## config.mk

```make
export PLATFORM = sky130hd
export DESIGN_NAME = sc_fifo
export DESIGN_NICKNAME = d
export VERILOG_FILES = /design/src/rtl/sc_fifo_pkg.sv /design/src/rtl/sc_fifo_ctrl.sv /design/src/rtl/sc_fifo_store.sv /design/src/rtl/sc_fifo_out.sv /design/src/rtl/sc_fifo.sv
export SDC_FILE = /design/constraint.sdc
export NUM_CORES = 1
export LEC_CHECK = 0
export ABC_AREA = 1
export CAP_MARGIN = 20
export CORE_UTILIZATION = 35
export CTS_BUF_LIST = sky130_fd_sc_hd__clkbuf_4 sky130_fd_sc_hd__clkbuf_8
export DETAILED_ROUTE_END_ITERATION = 12
export DONT_BUFFER_PORTS = 1
export GPL_TIMING_DRIVEN = 0
export PLACE_DENSITY = 0.56
export SYNTH_ARGS = -nofsm -noshare
export SYNTH_HDL_FRONTEND = slang
export SYNTH_SLANG_ARGS = --single-unit
```

## constraint.sdc

```tcl
create_clock -name clk -period 1.5 [get_ports clk]
set_clock_uncertainty 0.1 [all_clocks]
set_input_delay 0.15 -clock clk [delete_from_list [all_inputs] [get_ports clk]]
set_output_delay 0.15 -clock clk [all_outputs]
set_load 0.005 [all_outputs]
```

## src/rtl/sc_fifo_pkg.sv

```systemverilog
package sc_fifo_pkg;

    typedef enum logic [1:0] {
        ST_EMPTY = 2'd0,
        ST_MID   = 2'd1,
        ST_FULL  = 2'd2
    } occ_state_e;

endpackage

```

## src/rtl/sc_fifo_ctrl.sv

```systemverilog
module sc_fifo_ctrl
    import sc_fifo_pkg::*;
#(
    parameter int DEPTH        = 8,
    parameter int AF_LEVEL     = 6,
    parameter int AE_LEVEL     = 2,
    parameter bit OVF_CHECK    = 1'b1,
    parameter bit UNF_CHECK    = 1'b1,
    parameter bit WR_WHEN_FULL = 1'b0,
    parameter int PW           = $clog2(DEPTH),
    parameter int CW           = $clog2(DEPTH + 1)
) (
    input  logic          clk,
    input  logic          aclr,
    input  logic          sclr,
    input  logic          wrreq,
    input  logic          rdreq,
    output logic          wr_ok,
    output logic          rd_ok,
    output logic [PW-1:0] wr_ptr,
    output logic [PW-1:0] rd_ptr,
    output logic [PW-1:0] rd_ptr_nxt,
    output logic          nonempty_nxt,
    output logic          full,
    output logic          empty,
    output logic          almost_full,
    output logic          almost_empty,
    output logic [PW-1:0] usedw
);

    occ_state_e    st, st_n;
    logic [CW-1:0] cnt, cnt_n;
    logic [PW-1:0] wr_ptr_n;

    function automatic logic [PW-1:0] bump(input logic [PW-1:0] p);
        return (p == PW'(DEPTH - 1)) ? '0 : p + 1'b1;
    endfunction

    // Request acceptance
    always_comb begin
        rd_ok = rdreq && !sclr && (!UNF_CHECK || st != ST_EMPTY);
        wr_ok = wrreq && !sclr &&
                (!OVF_CHECK || st != ST_FULL || (WR_WHEN_FULL && rd_ok));
    end

    // Next-state and next-count logic
    always_comb begin
        st_n = st;
        unique case (st)
            ST_EMPTY: if (wr_ok) st_n = ST_MID;
            ST_MID: begin
                if (wr_ok && !rd_ok && cnt == CW'(DEPTH - 1))
                    st_n = ST_FULL;
                else if (rd_ok && !wr_ok && cnt == CW'(1))
                    st_n = ST_EMPTY;
            end
            ST_FULL:  if (rd_ok && !wr_ok) st_n = ST_MID;
            default:  st_n = ST_EMPTY;
        endcase
        if (sclr) st_n = ST_EMPTY;

        unique case ({wr_ok, rd_ok})
            2'b10:   cnt_n = cnt + 1'b1;
            2'b01:   cnt_n = cnt - 1'b1;
            default: cnt_n = cnt;
        endcase
        if (sclr) cnt_n = '0;

        wr_ptr_n   = wr_ok ? bump(wr_ptr) : wr_ptr;
        rd_ptr_nxt = rd_ok ? bump(rd_ptr) : rd_ptr;
        if (sclr) begin
            wr_ptr_n   = '0;
            rd_ptr_nxt = '0;
        end
        nonempty_nxt = (cnt_n != '0);
    end

    // State register
    always_ff @(posedge clk or posedge aclr) begin
        if (aclr) begin
            st     <= ST_EMPTY;
            cnt    <= '0;
            wr_ptr <= '0;
            rd_ptr <= '0;
        end else begin
            st     <= st_n;
            cnt    <= cnt_n;
            wr_ptr <= wr_ptr_n;
            rd_ptr <= rd_ptr_nxt;
        end
    end

    // Flag outputs
    always_comb begin
        full         = (st == ST_FULL);
        empty        = (st == ST_EMPTY);
        almost_full  = (int'(cnt) >= AF_LEVEL);
        almost_empty = (int'(cnt) <= AE_LEVEL);
        usedw        = cnt[PW-1:0];
    end

    p_no_overflow_r2: assert property (@(posedge clk) disable iff (aclr)
        (full && wrreq && !rdreq && !sclr) |=> (full && $stable(wr_ptr)));

    p_no_underflow_r3: assert property (@(posedge clk) disable iff (aclr)
        (empty && rdreq && !wrreq && !sclr) |=> (empty && $stable(rd_ptr)));

    p_sclr_r9: assert property (@(posedge clk) disable iff (aclr)
        sclr |=> (empty && !full && usedw == '0));

    p_count_hold_r8: assert property (@(posedge clk) disable iff (aclr)
        (wr_ok && rd_ok) |=> $stable(usedw));

    p_flags_excl_r8: assert property (@(posedge clk) disable iff (aclr)
        !(full && empty));

    p_wr_full_r12: assert property (@(posedge clk) disable iff (aclr)
        (WR_WHEN_FULL && OVF_CHECK && full && wrreq && rdreq && !sclr) |=> full);

endmodule

```

## src/rtl/sc_fifo_store.sv

```systemverilog
module sc_fifo_store #(
    parameter int DEPTH = 8,
    parameter int WIDTH = 8,
    parameter int PW    = $clog2(DEPTH)
) (
    input  logic             clk,
    input  logic             we,
    input  logic [PW-1:0]    waddr,
    input  logic [WIDTH-1:0] wdata,
    input  logic [PW-1:0]    raddr_a,
    input  logic [PW-1:0]    raddr_b,
    output logic [WIDTH-1:0] rdata_a,
    output logic [WIDTH-1:0] rdata_b
);

    logic [WIDTH-1:0] mem [DEPTH];

    always_ff @(posedge clk) begin
        if (we) mem[waddr] <= wdata;
    end

    assign rdata_a = mem[raddr_a];
    assign rdata_b = mem[raddr_b];

endmodule

```

## src/rtl/sc_fifo_out.sv

```systemverilog
module sc_fifo_out #(
    parameter int WIDTH      = 8,
    parameter int PW         = 3,
    parameter bit SHOW_AHEAD = 1'b0,
    parameter bit OUT_REG    = 1'b0
) (
    input  logic             clk,
    input  logic             aclr,
    input  logic             rd_ok,
    input  logic             wr_ok,
    input  logic [WIDTH-1:0] wdata,
    input  logic [PW-1:0]    wr_ptr,
    input  logic [PW-1:0]    rd_ptr_nxt,
    input  logic             nonempty_nxt,
    input  logic [WIDTH-1:0] head_now,
    input  logic [WIDTH-1:0] head_nxt_mem,
    output logic [WIDTH-1:0] q
);

    generate
        if (!SHOW_AHEAD) begin : g_normal
            logic [WIDTH-1:0] data_r;
            always_ff @(posedge clk) begin
                if (rd_ok) data_r <= head_now;
            end
            if (OUT_REG) begin : g_reg
                logic [WIDTH-1:0] q_r;
                always_ff @(posedge clk) q_r <= data_r;
                assign q = q_r;
            end else begin : g_direct
                assign q = data_r;
                p_hold_r6: assert property (@(posedge clk) disable iff (aclr)
                    !rd_ok |=> $stable(q));
            end
        end else begin : g_show
            if (OUT_REG) begin : g_reg
                logic [WIDTH-1:0] q_r;
                logic [WIDTH-1:0] head_n;
                always_comb begin
                    head_n = (wr_ok && rd_ptr_nxt == wr_ptr) ? wdata : head_nxt_mem;
                end
                always_ff @(posedge clk) begin
                    if (nonempty_nxt) q_r <= head_n;
                end
                assign q = q_r;
            end else begin : g_direct
                assign q = head_now;
            end
        end
    endgenerate

endmodule

```

## src/rtl/sc_fifo.sv

```systemverilog
module sc_fifo #(
    parameter int WIDTH        = 8,
    parameter int DEPTH        = 8,
    parameter int AF_LEVEL     = DEPTH - 2,
    parameter int AE_LEVEL     = 2,
    parameter bit SHOW_AHEAD   = 1'b0,
    parameter bit OUT_REG      = 1'b0,
    parameter bit OVF_CHECK    = 1'b1,
    parameter bit UNF_CHECK    = 1'b1,
    parameter bit WR_WHEN_FULL = 1'b0,
    parameter int UW           = $clog2(DEPTH)
) (
    input  logic             clk,
    input  logic             aclr,
    input  logic             sclr,
    input  logic             wrreq,
    input  logic [WIDTH-1:0] wdata,
    input  logic             rdreq,
    output logic [WIDTH-1:0] q,
    output logic             full,
    output logic             empty,
    output logic             almost_full,
    output logic             almost_empty,
    output logic [UW-1:0]    usedw
);

    localparam int CW = $clog2(DEPTH + 1);

    logic             wr_ok, rd_ok, nonempty_nxt;
    logic [UW-1:0]    wr_ptr, rd_ptr, rd_ptr_nxt;
    logic [WIDTH-1:0] head_now, head_nxt_mem;

    sc_fifo_ctrl #(
        .DEPTH(DEPTH), .AF_LEVEL(AF_LEVEL), .AE_LEVEL(AE_LEVEL),
        .OVF_CHECK(OVF_CHECK), .UNF_CHECK(UNF_CHECK),
        .WR_WHEN_FULL(WR_WHEN_FULL), .PW(UW), .CW(CW)
    ) u_ctrl (
        .clk(clk), .aclr(aclr), .sclr(sclr), .wrreq(wrreq), .rdreq(rdreq),
        .wr_ok(wr_ok), .rd_ok(rd_ok), .wr_ptr(wr_ptr), .rd_ptr(rd_ptr),
        .rd_ptr_nxt(rd_ptr_nxt), .nonempty_nxt(nonempty_nxt),
        .full(full), .empty(empty), .almost_full(almost_full),
        .almost_empty(almost_empty), .usedw(usedw)
    );

    sc_fifo_store #(.DEPTH(DEPTH), .WIDTH(WIDTH), .PW(UW)) u_store (
        .clk(clk), .we(wr_ok), .waddr(wr_ptr), .wdata(wdata),
        .raddr_a(rd_ptr), .raddr_b(rd_ptr_nxt),
        .rdata_a(head_now), .rdata_b(head_nxt_mem)
    );

    sc_fifo_out #(
        .WIDTH(WIDTH), .PW(UW), .SHOW_AHEAD(SHOW_AHEAD), .OUT_REG(OUT_REG)
    ) u_out (
        .clk(clk), .aclr(aclr), .rd_ok(rd_ok), .wr_ok(wr_ok), .wdata(wdata),
        .wr_ptr(wr_ptr), .rd_ptr_nxt(rd_ptr_nxt), .nonempty_nxt(nonempty_nxt),
        .head_now(head_now), .head_nxt_mem(head_nxt_mem), .q(q)
    );

endmodule

```

==> qor.csv <==
metric,value,unit
synthesized instance count,335,
routed via count,2473,
worst hold stages,4,
crit-path max FO,8,
Crit path required time,1.49,ns
Worst setup endpoint,u_store.mem[4][5]$_DFFE_PP_,
"worst slack, placed",-0.431,ns
I/O pin count,28,
dpl cells,471,
warnings from Yosys,0,
cell taking the most area after synthesis,edfxtp_1,
global-route wire length before repair,12300,µm
TritonCTS clock tree,yes,
Final Hold Fails,0,
RSZ-0062 raised after global routing,yes,
GPL Wtd Cong,0.756,
Syn Nets,356,
Pwr per Cell Area,1330,nW/µm²
final worst-path cycle share,98.8,%
Inserted Clock Buffers,9,
DR DRC count,0,
Mapped Avg Cell Area,11.1,µm²
Fillers,964,
core area,10300,µm²
clock latency on the worst-skew pair,0.36,ns
IO Port Bufs,0,
Arrival @ worst endpoint,1.47,ns
CTS H-tree lvls,3,
Max clock buf depth,2,
Final nets,395,
Max Slew Vio Count,0,
post-route insts no fill,515,
crit path time final,1.48,ns
TNS Setup,0,ns
vias in the first global route,2330,
die width,105,µm
Vias/cell,4.80,
pin count of the biggest net entering global routing,16,
Reg-to-Reg End,u_store.mem[4][5]$_DFFE_PP_,
Final ANT Viol Nets,0,
Worst Setup SP,u_ctrl.st[1]$_DFFE_PP0P_,
FF-to-FF path depth,6,
Yosys reg bits,84,
r2r setup slk,0.02,ns
Post-synth ARST share,14.3,%
antenna fix cells,0,
Hold Crit Start,rdreq,
dpl hpwl,5020,µm
Min-Delay Path Class,input port to flop,
"Seq/Total Area, Yosys",66.4,%
layout cells sized above 1,23.7,%
"most common cell after layout, fill and taps aside",edfxtp_1,
drt pass-1 iters,7,
DR WL/cell,15.4,µm
Crit Path Class,flop to flop,
initial antenna violation count,0,
die area,11000,µm²
highest clock rate,675,MHz
maximum VDD drop,0.000480,V
Iter 0 DRT Violations,132,
Area contributors post-synth,"edfxtp_1 (58%), dfrtp_1 (8.1%), nor2_1 (6.5%)",
Main synth FF type,edfxtp_1,
worst flop-to-flop path startpoint,u_ctrl.st[1]$_DFFE_PP0P_,
final wirelength,7910,µm
Setup Viol. Count Final,0,
Overflow after GRT,0,
CTS Sinks,84,
crit end category,flop,
most frequent cells in the layout,"edfxtp_1 (72), nand2_1 (55), nor2_1 (50)",
post-synth top area share,58.3,%
Area Overhead vs Synth,24.1,%
fin util,44.8,%
GRT Total Usage,15.1,%
run status,finished clean,
clk slew on worst S/H paths,0.08,ns
Cell Rows,37,
Die Y,105,µm
distinct cell type count after synthesis,27,
max-cap check violation count,0,
Post-synth EDFFs,72,
Leak,1.70,nW
clock root buffer,clkbuf_8,
Final Worst Setup Slack,0.0184,ns
critical path launch point type,flop,
synthesized area,3710,µm²
Initial Util,36.1,%
relative slew slack,69.2,%
Least-Margin Pin Slew,0.462,ns
## power by group
part	internal (mW)	switching, mW	total (mW)	leakage [nW]
logic	0.800	1.10	1.90	0.812
registers	2.68	0.0981	2.78	0.807
clock network	0.605	0.847	1.45	0.0779
## worst min path at each step
stage                     slack (ns)                           end
after global routing            0.07      u_ctrl.st[0]$_DFFE_PP0P_
after detailed placement       -0.01     u_ctrl.cnt[1]$_DFFE_PP0P_
final                           0.05  u_ctrl.rd_ptr[0]$_DFFE_PP0P_
after floorplan                -0.09     u_ctrl.cnt[0]$_DFFE_PP0P_
after CTS                       0.03  u_ctrl.rd_ptr[0]$_DFFE_PP0P_
after global placement         -0.01     u_ctrl.cnt[0]$_DFFE_PP0P_
## per-stage QoR
| step | power (mW) | hold WS [ns] | instance area [µm²] |
|---|---|---|---|
| 4_1_cts | 5.91 | 0.0322 | 4490 |
| 6_report | 6.13 | 0.0474 | 4600 |
| 3_5_place_dp | 4.24 | -0.0137 | 3900 |
| 5_1_grt | 6.49 | 0.0665 | 4600 |
| 3_3_place_gp | 4.22 | -0.0139 | 3900 |
| 2_1_floorplan | 3.86 | -0.0853 | 3730 |
## critical path: stages, from the launching register on
cell	delay, ns
dfrtp_1	0.40
inv_2	0.08
nor2_4	0.06
nor2_8	0.15
nand2_4	0.12
nor2_4	0.14
buf_12	0.14
## cells by family after synthesis
group	synth area share [%]
AOI/OAI and AO/OA	8.40
xor gates and xnor gates	0.236
adders and majority gates	2.70
and+or+nand+nor	18.2
buffers and inverters	4.05
DFF	66.4
## per-layer routing
layer  up-vias  global-route usage (%)  share of wire [%]
met1      1188                    18.5                 44
met4         0                    5.33                2.4
met2        45                    24.8                 49
met5         -                       0                  0
met3        18                    4.87                4.1
li1       1222                       -                  -
## cell type report
class	count	area, µm²	share of cell area [%]
flip-flops and latches	84	2470	53.6
plain buffers	15	140	3.05
clock buffers	9	124	2.69
multi-input cells	217	1230	26.8
well taps	136	170	3.70
clock inverters	7	52.6	1.14
inverters	19	77.6	1.69
repair buffers	28	338	7.34
## repair_timing
| action | in CTS | in global routing |
|---|---|---|
| buffers inserted | 11 | 2 |
| endpoints found under the hold margin | 96 | 0 |
| hold buffers | 14 | 0 |
| resized for setup | 41 | 40 |
| endpoints found under the setup margin | 76 | 75 |
| gates cloned | 0 | 1 |
| pin swaps | 9 | 8 |
## sequential cells by signal, indices dropped and copies added, names as in the netlist
register / cells
u_ctrl.st: 2
u_ctrl.wr_ptr: 3
u_out.q: 8
u_store.mem: 64
u_ctrl.cnt: 4
u_ctrl.rd_ptr: 3
## synthesized netlist by cell type (all sizes together) (4+ instances only)
master and count:
nand3 10, clkbuf 6, ha 8, buf 9
dfrtp 12, nor2 70, inv 18, nand2 63
o21ai 59, edfxtp 72, nand4 4
No activity file was read; power rests on OpenSTA's default activity.
